<file path="src/rtl/pause_pkg.sv">
package pause_pkg;
  localparam logic [47:0] FC_DEST    = 48'h0180C2000001;
  localparam logic [15:0] FC_TYPE    = 16'h8808;
  localparam logic [15:0] FC_OPCODE  = 16'h0001;
  localparam int          MIN_LEN    = 64;
  localparam int          OFF_TYPE   = 12;
  localparam int          OFF_OPCODE = 14;
  localparam int          OFF_ARG    = 16;
  localparam int          HDR_DELAY  = OFF_TYPE + 2;

  typedef struct packed {
    logic       v;
    logic       sof;
    logic       eof;
    logic       fcs;
    logic [7:0] d;
  } beat_t;
endpackage

</file>
<file path="src/rtl/pause_parse.sv">
module pause_parse #(
  parameter int CNT_W = 11
) (
  input  logic        clk,
  input  logic        rst,
  input  logic        in_valid,
  input  logic [7:0]  in_data,
  input  logic        in_sof,
  input  logic        in_eof,
  input  logic        in_fcs_ok,
  output logic        ld,
  output logic [15:0] ld_val,
  output logic        ctl_type
);
  import pause_pkg::*;

  localparam logic [CNT_W-1:0] I_TYPE_HI = CNT_W'(OFF_TYPE);
  localparam logic [CNT_W-1:0] I_TYPE_LO = CNT_W'(OFF_TYPE + 1);
  localparam logic [CNT_W-1:0] I_OP_HI   = CNT_W'(OFF_OPCODE);
  localparam logic [CNT_W-1:0] I_OP_LO   = CNT_W'(OFF_OPCODE + 1);
  localparam logic [CNT_W-1:0] I_ARG_HI  = CNT_W'(OFF_ARG);
  localparam logic [CNT_W-1:0] I_ARG_LO  = CNT_W'(OFF_ARG + 1);
  localparam logic [CNT_W-1:0] I_LAST_MIN = CNT_W'(MIN_LEN - 1);
  localparam logic [CNT_W-1:0] I_DA_END  = CNT_W'(6);
  localparam logic [CNT_W-1:0] CNT_MAX   = {CNT_W{1'b1}};

  logic [CNT_W-1:0] cnt_q, idx;
  logic             da_q, da_nx;
  logic [7:0]       exp_b;
  logic [15:0]      typ_q, op_q, arg_q;
  logic             accept;

  always_comb begin
    idx   = in_sof ? '0 : cnt_q;
    exp_b = '0;
    for (int i = 0; i < 6; i++)
      if (idx == CNT_W'(i)) exp_b = FC_DEST[8*(5-i) +: 8];
    da_nx  = (in_sof ? 1'b1 : da_q) & ((idx < I_DA_END) ? (in_data == exp_b) : 1'b1);
    accept = in_eof && da_nx && (typ_q == FC_TYPE) && (op_q == FC_OPCODE)
             && in_fcs_ok && (idx >= I_LAST_MIN);
  end

  always_ff @(posedge clk) begin
    if (rst) begin
      cnt_q    <= '0;
      da_q     <= 1'b0;
      typ_q    <= '0;
      op_q     <= '0;
      arg_q    <= '0;
      ld       <= 1'b0;
      ld_val   <= '0;
      ctl_type <= 1'b0;
    end else begin
      ld <= 1'b0;
      if (in_valid) begin
        cnt_q <= (idx == CNT_MAX) ? idx : idx + 1'b1;
        da_q  <= da_nx;
        if (idx == I_TYPE_HI) typ_q[15:8] <= in_data;
        if (idx == I_TYPE_LO) typ_q[7:0]  <= in_data;
        if (idx == I_OP_HI)   op_q[15:8]  <= in_data;
        if (idx == I_OP_LO)   op_q[7:0]   <= in_data;
        if (idx == I_ARG_HI)  arg_q[15:8] <= in_data;
        if (idx == I_ARG_LO)  arg_q[7:0]  <= in_data;
        if (in_sof) ctl_type <= 1'b0;
        if (idx == I_TYPE_LO && typ_q[15:8] == FC_TYPE[15:8] && in_data == FC_TYPE[7:0])
          ctl_type <= 1'b1;
        if (accept) begin
          ld     <= 1'b1;
          ld_val <= arg_q;
        end
      end
    end
  end
endmodule

</file>
<file path="src/rtl/pause_timer.sv">
module pause_timer #(
  parameter int QW      = 16,
  parameter int QUANTUM = 512
) (
  input  logic          clk,
  input  logic          rst,
  input  logic          ld,
  input  logic [QW-1:0] ld_val,
  input  logic          tick,
  output logic [QW-1:0] quanta,
  output logic          active
);
  localparam int            SW       = $clog2(QUANTUM);
  localparam logic [SW-1:0] SUB_LAST = SW'(QUANTUM - 1);

  logic [SW-1:0] sub_q;

  assign active = |quanta;

  always_ff @(posedge clk) begin
    if (rst) begin
      quanta <= '0;
      sub_q  <= '0;
    end else if (ld) begin
      quanta <= ld_val;
      sub_q  <= '0;
    end else if (tick && active) begin
      if (sub_q == SUB_LAST) begin
        sub_q  <= '0;
        quanta <= quanta - 1'b1;
      end else begin
        sub_q <= sub_q + 1'b1;
      end
    end
  end
endmodule

</file>
<file path="src/rtl/ctl_filter.sv">
module ctl_filter #(
  parameter int DLY = 14
) (
  input  logic        clk,
  input  logic        rst,
  input  logic        in_valid,
  input  logic [7:0]  in_data,
  input  logic        in_sof,
  input  logic        in_eof,
  input  logic        in_fcs_ok,
  input  logic        drop_flag,
  output logic        out_valid,
  output logic [7:0]  out_data,
  output logic        out_sof,
  output logic        out_eof,
  output logic        out_fcs_ok
);
  import pause_pkg::*;

  beat_t pipe [DLY];
  beat_t head;
  logic  drop_q, drop_sel;

  assign head     = pipe[DLY-1];
  assign drop_sel = head.sof ? drop_flag : drop_q;

  always_ff @(posedge clk) begin
    if (rst) begin
      for (int i = 0; i < DLY; i++) pipe[i] <= '0;
      drop_q     <= 1'b0;
      out_valid  <= 1'b0;
      out_data   <= '0;
      out_sof    <= 1'b0;
      out_eof    <= 1'b0;
      out_fcs_ok <= 1'b0;
    end else begin
      pipe[0] <= '{v: in_valid, sof: in_sof, eof: in_eof, fcs: in_fcs_ok, d: in_data};
      for (int i = 1; i < DLY; i++) pipe[i] <= pipe[i-1];
      if (head.v && head.sof) drop_q <= drop_flag;
      out_valid  <= head.v && !drop_sel;
      out_data   <= head.d;
      out_sof    <= head.v && head.sof && !drop_sel;
      out_eof    <= head.v && head.eof && !drop_sel;
      out_fcs_ok <= head.fcs;
    end
  end
endmodule

</file>
<file path="src/rtl/pause_rx_ctl.sv">
module pause_rx_ctl #(
  parameter int CNT_W   = 11,
  parameter int QW      = 16,
  parameter int QUANTUM = 512
) (
  input  logic       clk,
  input  logic       rst,
  input  logic       rx_valid,
  input  logic [7:0] rx_data,
  input  logic       rx_sof,
  input  logic       rx_eof,
  input  logic       rx_fcs_ok,
  input  logic       bit_tick,
  input  logic       tx_busy,
  output logic       tx_hold,
  output logic       pause_seen,
  output logic       out_valid,
  output logic [7:0] out_data,
  output logic       out_sof,
  output logic       out_eof,
  output logic       out_fcs_ok
);
  import pause_pkg::*;

  logic          pause_ld;
  logic [15:0]   pause_val;
  logic          is_ctl;
  logic [QW-1:0] quanta;
  logic          timer_active;

  pause_parse #(.CNT_W(CNT_W)) u_parse (
    .clk(clk), .rst(rst), .in_valid(rx_valid), .in_data(rx_data),
    .in_sof(rx_sof), .in_eof(rx_eof), .in_fcs_ok(rx_fcs_ok),
    .ld(pause_ld), .ld_val(pause_val), .ctl_type(is_ctl)
  );

  pause_timer #(.QW(QW), .QUANTUM(QUANTUM)) u_timer (
    .clk(clk), .rst(rst), .ld(pause_ld), .ld_val(QW'(pause_val)),
    .tick(bit_tick), .quanta(quanta), .active(timer_active)
  );

  ctl_filter #(.DLY(HDR_DELAY)) u_filter (
    .clk(clk), .rst(rst), .in_valid(rx_valid), .in_data(rx_data),
    .in_sof(rx_sof), .in_eof(rx_eof), .in_fcs_ok(rx_fcs_ok),
    .drop_flag(is_ctl), .out_valid(out_valid), .out_data(out_data),
    .out_sof(out_sof), .out_eof(out_eof), .out_fcs_ok(out_fcs_ok)
  );

  assign pause_seen = pause_ld;

  always_ff @(posedge clk) begin
    if (rst)          tx_hold <= 1'b0;
    else if (!tx_busy) tx_hold <= timer_active;
  end
endmodule

</file>
<file path="config.mk">
export PLATFORM = sky130hd
export DESIGN_NAME = pause_rx_ctl
export DESIGN_NICKNAME = d
export VERILOG_FILES = /design/src/rtl/pause_pkg.sv /design/src/rtl/pause_parse.sv /design/src/rtl/pause_timer.sv /design/src/rtl/ctl_filter.sv /design/src/rtl/pause_rx_ctl.sv
export SDC_FILE = /design/constraint.sdc
export NUM_CORES = 1
export LEC_CHECK = 0
export ABC_AREA = 0
export BUFFER_PORTS_ARGS = -buffer_cell sky130_fd_sc_hd__buf_2
export CORE_MARGIN = 8
export CORE_UTILIZATION = 60
export CTS_CLUSTER_DIAMETER = 30
export DETAILED_ROUTE_END_ITERATION = 10
export PLACE_DENSITY = 0.89
export SYNTH_ARGS = -nofsm -noshare
export SYNTH_HDL_FRONTEND = slang
export SYNTH_SLANG_ARGS = --single-unit
</file>
<file path="constraint.sdc">
create_clock -name clk -period 3.3 [get_ports clk]
set_clock_uncertainty 0.05 [all_clocks]
set_input_delay 0.66 -clock clk [delete_from_list [all_inputs] [get_ports clk]]
set_output_delay 0.66 -clock clk [all_outputs]
set_load 0.01 [all_outputs]
</file>
Word-level counts from Yosys, hierarchy flattened

Memory sizes are Yosys's and may differ from the RTL's.
Index checks and enable logic that the tools add are counted.

Register bits: 117
Memory bits (writable): 168
Input bits: 16
Output and inout bits: 14
Word-level logic and storage cells: 125
Memories kept: 1

Add/sub/neg operators: 3
Magnitude comparators: 2
Equal/unequal tests: 18
Muxes and demuxes: 35
Bitwise operators: 16
Reductions and logical operators: 30

Memories:

| name          | words | bits a word | read ports | clocked after Yosys merged registers in | wr ports | line             | source |
|---|---|---|---|---|---|---|---|
| u_filter.pipe | 14    | 12          | 14         | 0                                       | 14       | ctl_filter.sv:20 | `beat_t pipe [DLY];` |

Operator list:

| operator                                                                      | count |
|---|---|
| 12-bit two-way mux                                                            | 14 |
| 16-bit two-way mux                                                            | 3 |
| 11-bit by 4-bit equality test with 1-bit output, second input constant        | 4 |
| 8-bit two-way mux                                                             | 5 |
| 11-bit by 2-bit equality test with 1-bit output, second input constant        | 2 |
| 11-bit by 3-bit equality test with 1-bit output, second input constant        | 2 |
| 11-bit by 5-bit equality test with 1-bit output, second input constant        | 2 |
| 11-bit two-way mux                                                            | 2 |
| 2-bit AND reduction                                                           | 9 |
| 16-bit by 1-bit equality test with 1-bit output, second input constant        | 1 |
| 16-bit equality test, second input constant                                   | 1 |
| 16-bit OR reduction                                                           | 1 |
| 16-bit by 1-bit subtractor with 16-bit output, second input constant          | 1 |
| 1-bit bitwise OR                                                              | 14 |
| 1-bit logical AND                                                             | 13 |
| 11-bit by 1-bit adder with 11-bit output, second input constant               | 1 |
| 11-bit by 1-bit equality test with 1-bit output, second input constant        | 1 |
| 11-bit equality test, second input constant                                   | 1 |
| 11-bit by 6-bit >= comparator with 1-bit output, second input constant        | 1 |
| 11-bit logical NOT                                                            | 1 |
| 11-bit by 3-bit less-than comparator with 1-bit output, second input constant | 1 |
| 1-bit two-way mux                                                             | 10 |
| 9-bit by 1-bit adder with 9-bit output, second input constant                 | 1 |
| 9-bit equality test, second input constant                                    | 1 |
| 9 further kinds                                                               | 12 |

Longest topological paths before layout

Depth after elaboration: 17
Mapped depth: 9

Cells and area by module

Synthesis repeated with hierarchy kept, for this count alone.

Cells, all modules: 908
Area, all modules: 9,695.5 um2

By module, submodules not included:

| module       | instances | cells an instance | area an instance (um2) | sequential area each (um2) |
|---|---|---|---|---|
| ctl_filter   | 1         | 385               | 4,914.7                | 3,623.5 |
| pause_parse  | 1         | 357               | 3,296.9                | 1,561.5 |
| pause_timer  | 1         | 163               | 1,450.1                | 500.5 |
| pause_rx_ctl | 1         | 3                 | 33.8                   | 20.0 |

Least setup slack after synthesis

OpenSTA, ideal clock, no wires.

Kind: input-to-reg
Start point: in rx_sof
End point: reg u_parse.arg_q[0]
Data arrival time: 2.186 ns
Data required time: 3.122 ns
Path slack: 0.937 ns
Stages: 5
Cell sequence: nand2b_2 -> or4b_4 -> nor4_4 -> mux2i_1 -> nor2_1

Cells in the longest elaborated chain, start to end: 3

RTL lines:

| what                                            | line               | source |
|---|---|---|
| start, declared                                 | pause_rx_ctl.sv:10 | `input logic rx_sof,` |
| 11-bit two-way mux                              | pause_parse.sv:34  | `idx = in_sof ? '0 : cnt_q;` |
| 11-bit by 5-bit equality test with 1-bit output | pause_parse.sv:63  | `if (idx == I_ARG_LO) arg_q[7:0] <= in_data;` |
| 2-bit AND reduction (no line)                   | n/a                |  |
| end signal, assigned                            | pause_parse.sv:63  |  |
| end, declared                                   | pause_parse.sv:30  | `logic [15:0] typ_q, op_q, arg_q;` |

Every way passes these cells.
A chain may end at the register's enable or synchronous reset.

Final worst setup path

Start point: reg u_timer.quanta[0]
End point: reg u_timer.sub_q[2]

Cells in the longest elaborated chain, start to end: 2

RTL lines:

| what                   | line              | source |
|---|---|---|
| start, declared        | pause_timer.sv:10 | `output logic [QW-1:0] quanta,` |
| start signal, assigned | pause_timer.sv:25 | `quanta <= ld_val;` |
| start signal, assigned | pause_timer.sv:30 | `quanta <= quanta - 1'b1;` |
| 16-bit OR reduction    | pause_timer.sv:18 | `assign active = \|quanta;` |
| 1-bit logical AND      | pause_timer.sv:27 | `end else if (tick && active) begin` |
| end signal, assigned   | pause_timer.sv:32 | `sub_q <= sub_q + 1'b1;` |
| end, declared          | pause_timer.sv:16 | `logic [SW-1:0] sub_q;` |

Every way passes these cells.

==> results.py <==
metrics = {
    "hold_path": {
        "hold_class": "in -> reg",
        "worstHoldStart": "rx_fcs_ok",
        "whs_endpoint": "u_filter.pipe[0][8]$_SDFF_PP0_",
        "whs_path_depth": 2,
    },
    "critical_path": {
        "r2r_start": "u_timer.quanta[0]$_SDFFE_PP0P_",
        "cpMaxStageDelayCell": "or4b_1",
        "critPathKind": "reg -> reg",
        "path_max_fanout": 8,
        "worst-path-buf-inv": 1,
        "crit_path_start_kind": "register",
        "timing.critical_path.from": "u_timer.quanta[0]$_SDFFE_PP0P_",
        "path_cells": "inv_1 > ha_1 > or4b_1 > nor3_4 > a21oi_2 > or3_1 > nor2_1",
        "cp-end-kind": "register",
        "rrSetupSlack_ps": 650,
        "cp_top_family": "simple AND/OR/NAND/NOR gates",
        "reg2reg_to": "u_timer.sub_q[2]$_SDFFE_PP0P_",
        "reg2reg_depth": 7,
        "arrival_ps": 3030,
        "slowest_delay_ps": 620,
        "cp_data_required_time_ps": 3680,
    },
    "clocking": {
        "holdBufCountCts": 0,
        "insertion_delay_ps": 520,
        "htreeDepth": 2,
        "numCtsBuffers": 38,
        "cts_root_buffer": "clkbuf_16",
        "clkTransAtPathRegs_ps": 60,
        "clock_path_buffers": 3,
        "cts_setup_buffers": 0,
        "cts_tree": "yes",
        "cts_resized": 0,
        "cts_sinks": 285,
    },
    "sta": {
        "fin_setup_tns_ps": 0,
        "slew_headroom_pct": 49.6,
        "min_period_over_period_pct": 80.2,
        "finalCriticalPeriod_ps": 2650,
        "hold_viol_final": 0,
        "max_freq_ghz": 0.378,
        "worstMarginPinSlew_ps": 747,
        "setup_slack_ps": 654,
        "finalSetupViolCount": 0,
        "rsz0062_at_grt": "no",
        "slew_violations": 0,
    },
    "detailed_routing": {
        "wl_per_cell_um": 14.1,
        "routed_wl_um": 16800,
        "detail-route-antenna-nets": 0,
        "drt-pass1-iter-count": 5,
        "drtIter0Drc": 398,
        "vias": 6287,
        "vias_per_cell": 5.27,
        "post-route-drc-count": 0,
    },
    "die": {
        "core_area_um2": 15800,
        "fp.dieW_um": 143,
        "fp.dieH_um": 143,
        "num_rows": 46,
        "ios": 30,
        "initial_core_util_pct": 61.1,
        "dieArea_um2": 20400,
    },
    "global_route": {
        "grt_overflow": 0,
        "antenna_found_initial": 0,
        "grt_pass1_vias": 6067,
        "grt_pass1_wl_um": 28300,
        "grt.total_usage_pct": 16.9,
        "grt_max_degree": 152,
    },
    "final_layout": {
        "final_net_count": 967,
        "drive_above_1_share_pct": 12.7,
        "fin_area_um2": 11200,
        "diodes": 0,
        "syn2layout_area_growth_pct": 16.3,
        "fin_util_pct": 71.0,
    },
    "yosys": {
        "syn_inst": 928,
        "yosys-mux-area-fraction_pct": 5.85,
        "synth_edf_count": 0,
        "ys_seq_area_share_pct": 59.0,
        "synthSimpleGateAreaFrac_pct": 23.9,
        "ys.flop_type": "dfxtp_1",
        "async_flop_share_pct": 0,
        "yosys_warnings": 0,
        "syn_area_per_cell_um2": 10.4,
        "synthDistinctLibCells": 66,
        "synth_xor_area_share_pct": 2.08,
        "synth_compound_area_share_pct": 6.07,
        "syn_nets": 947,
        "syn_area_um2": 9660,
        "synth-seq-cells": 285,
        "synth_top_family_by_area": "simple AND/OR/NAND/NOR gates",
        "synthAdderAreaFrac_pct": 0.388,
    },
    "placement": {
        "place_hpwl_um": 9600,
        "port_buffers": 29,
        "placed_cell_area_um2": 9930,
        "pre_cts_slack_ps": 469,
        "gp_congestion": 0.870,
    },
    "power": {
        "p_leak_nw": 4.46,
        "vdd_drop_max_uv": 601,
        "powerDensity_nw_per_um2": 684,
    },
    "outcome": {
        "outcome": "completed",
    },
    "run": {
        "maxCapViolations": 0,
    },
}
-- sequential cells by signal, summed over array words and instances (netlist names) --
name	flops
u_parse.ld	1
u_filter.out_valid	1
u_parse.arg_q	16
u_parse.ld_val	16
tx_hold	1
u_filter.drop_q	1
u_parse.typ_q	16
u_filter.out_eof	1
u_filter.pipe	168
u_filter.out_fcs_ok	1
u_filter.out_data	8
u_timer.quanta	16
u_parse.cnt_q	11
u_parse.ctl_type	1
u_filter.out_sof	1
u_parse.da_q	1
u_timer.sub_q	9
u_parse.op_q	16
-- how the worst max path moves through the flow --
stage	end	slack (ps)	cells after the start
floorplan	u_parse.arg_q[0]$_SDFFE_PP0P_	940	5
global placement	u_parse.arg_q[5]$_SDFFE_PP0P_	560	6
detailed placement	u_parse.arg_q[4]$_SDFFE_PP0P_	470	6
CTS	u_timer.sub_q[2]$_SDFFE_PP0P_	700	7
global route	u_timer.quanta[9]$_SDFFE_PP0P_	510	9
finish	u_timer.sub_q[2]$_SDFFE_PP0P_	650	7
-- report_power, final --
| part | switching [mW] | internal (mW) |
|---|---|---|
| clock | 1.57 | 2.51 |
| sequential | 0.00899 | 3.47 |
| combinational | 0.0981 | 0.0409 |
-- cells in the final DEF (no fill, tap or decap), types with 3 or more instances in the layout --
master / instances
dfxtp_1: 285
nor2b_1: 177
nor2_1: 96
mux2i_1: 52
clkbuf_16: 38
buf_2: 28
nand2_1: 26
a21oi_1: 26
nand3_1: 22
o21ai_0: 20
a211oi_1: 13
xnor2_1: 12
nor3_1: 12
xor2_1: 11
nor4_1: 10
nand4_1: 10
inv_6: 8
inv_1: 7
a31oi_1: 7
nor4b_1: 6
clkinv_4: 6
buf_4: 6
or4_1: 5
or3_1: 5
clkbuf_8: 5
mux2_2: 4
and3_1: 4
nor2_2: 3
and4_1: 3
o211ai_1: 3
ha_1: 3
clkinv_2: 3
inv_8: 3
bufinv_16: 3
-- through the flow --
step                instances  total power [mW]  hold WS, ps
detailed placement       1124              3.69          370
floorplan                 928              3.65          356
global placement         1124              3.69          360
CTS                      1194              7.78          306
finish                   1194              7.69          331
global route             1194              7.95          334
-- metal layers --
layer	vias to the layer above	share of wire, %	GRT usage, %
met3	38	5.9	4.57
li1	3173	-	-
met1	2914	44	20.2
met5	-	0	0
met2	162	48	28.4
met4	0	2.5	6.82
-- cell families (layout without fill, tap and decap cells) --
family / count (synthesis) / count (layout)
adder cells (fa/ha/maj): 3 / 3
buffers and inverters: 65 / 115
AO/OA/AOI/OAI: 90 / 90
AND/OR/NAND/NOR: 406 / 406
XOR/XNOR: 23 / 23
multiplexers: 56 / 56
flip-flops: 285 / 285
-- cells in the mapped netlist, drive strengths merged (2+ instances only) --
cell type	instances	share of area [%]
nand2	26	1.0
nand3	22	1.1
a31oi	7	0.45
and4b	2	0.21
nor3	15	1.0
a21oi	27	1.4
or4	5	0.39
and4	3	0.27
o31ai	2	0.16
nor2	99	3.9
nor2b	177	11
inv	7	0.27
mux2i	52	5.4
or2	3	0.19
o211a	2	0.21
nor4	12	1.0
a21o	2	0.16
or3	5	0.32
xnor2	12	1.1
nor4bb	2	0.21
nand4	10	0.65
a211oi	13	1.0
o21ai	23	1.3
ha	3	0.39
and3	4	0.26
nand2b	3	0.22
dfxtp	285	59
and2	2	0.13
nand4b	2	0.18
xor2	11	1.0
o211ai	3	0.23
buf	12	0.56
or4b	2	0.25
clkinv	2	0.078
clkbuf	44	1.7
mux2	4	0.47
a2111oi	2	0.26
nor4b	7	0.70
nor3b	2	0.16
-- final cells by class --
type	instances	area (um^2)
fill	1043	4590
clock buffer	44	1010
clock inverter	26	293
timing repair buffer	36	219
multi-input combinational	578	3700
sequential	285	5710
tap	216	270
inverter	9	33.8
No activity file was read; power rests on OpenSTA's default activity.
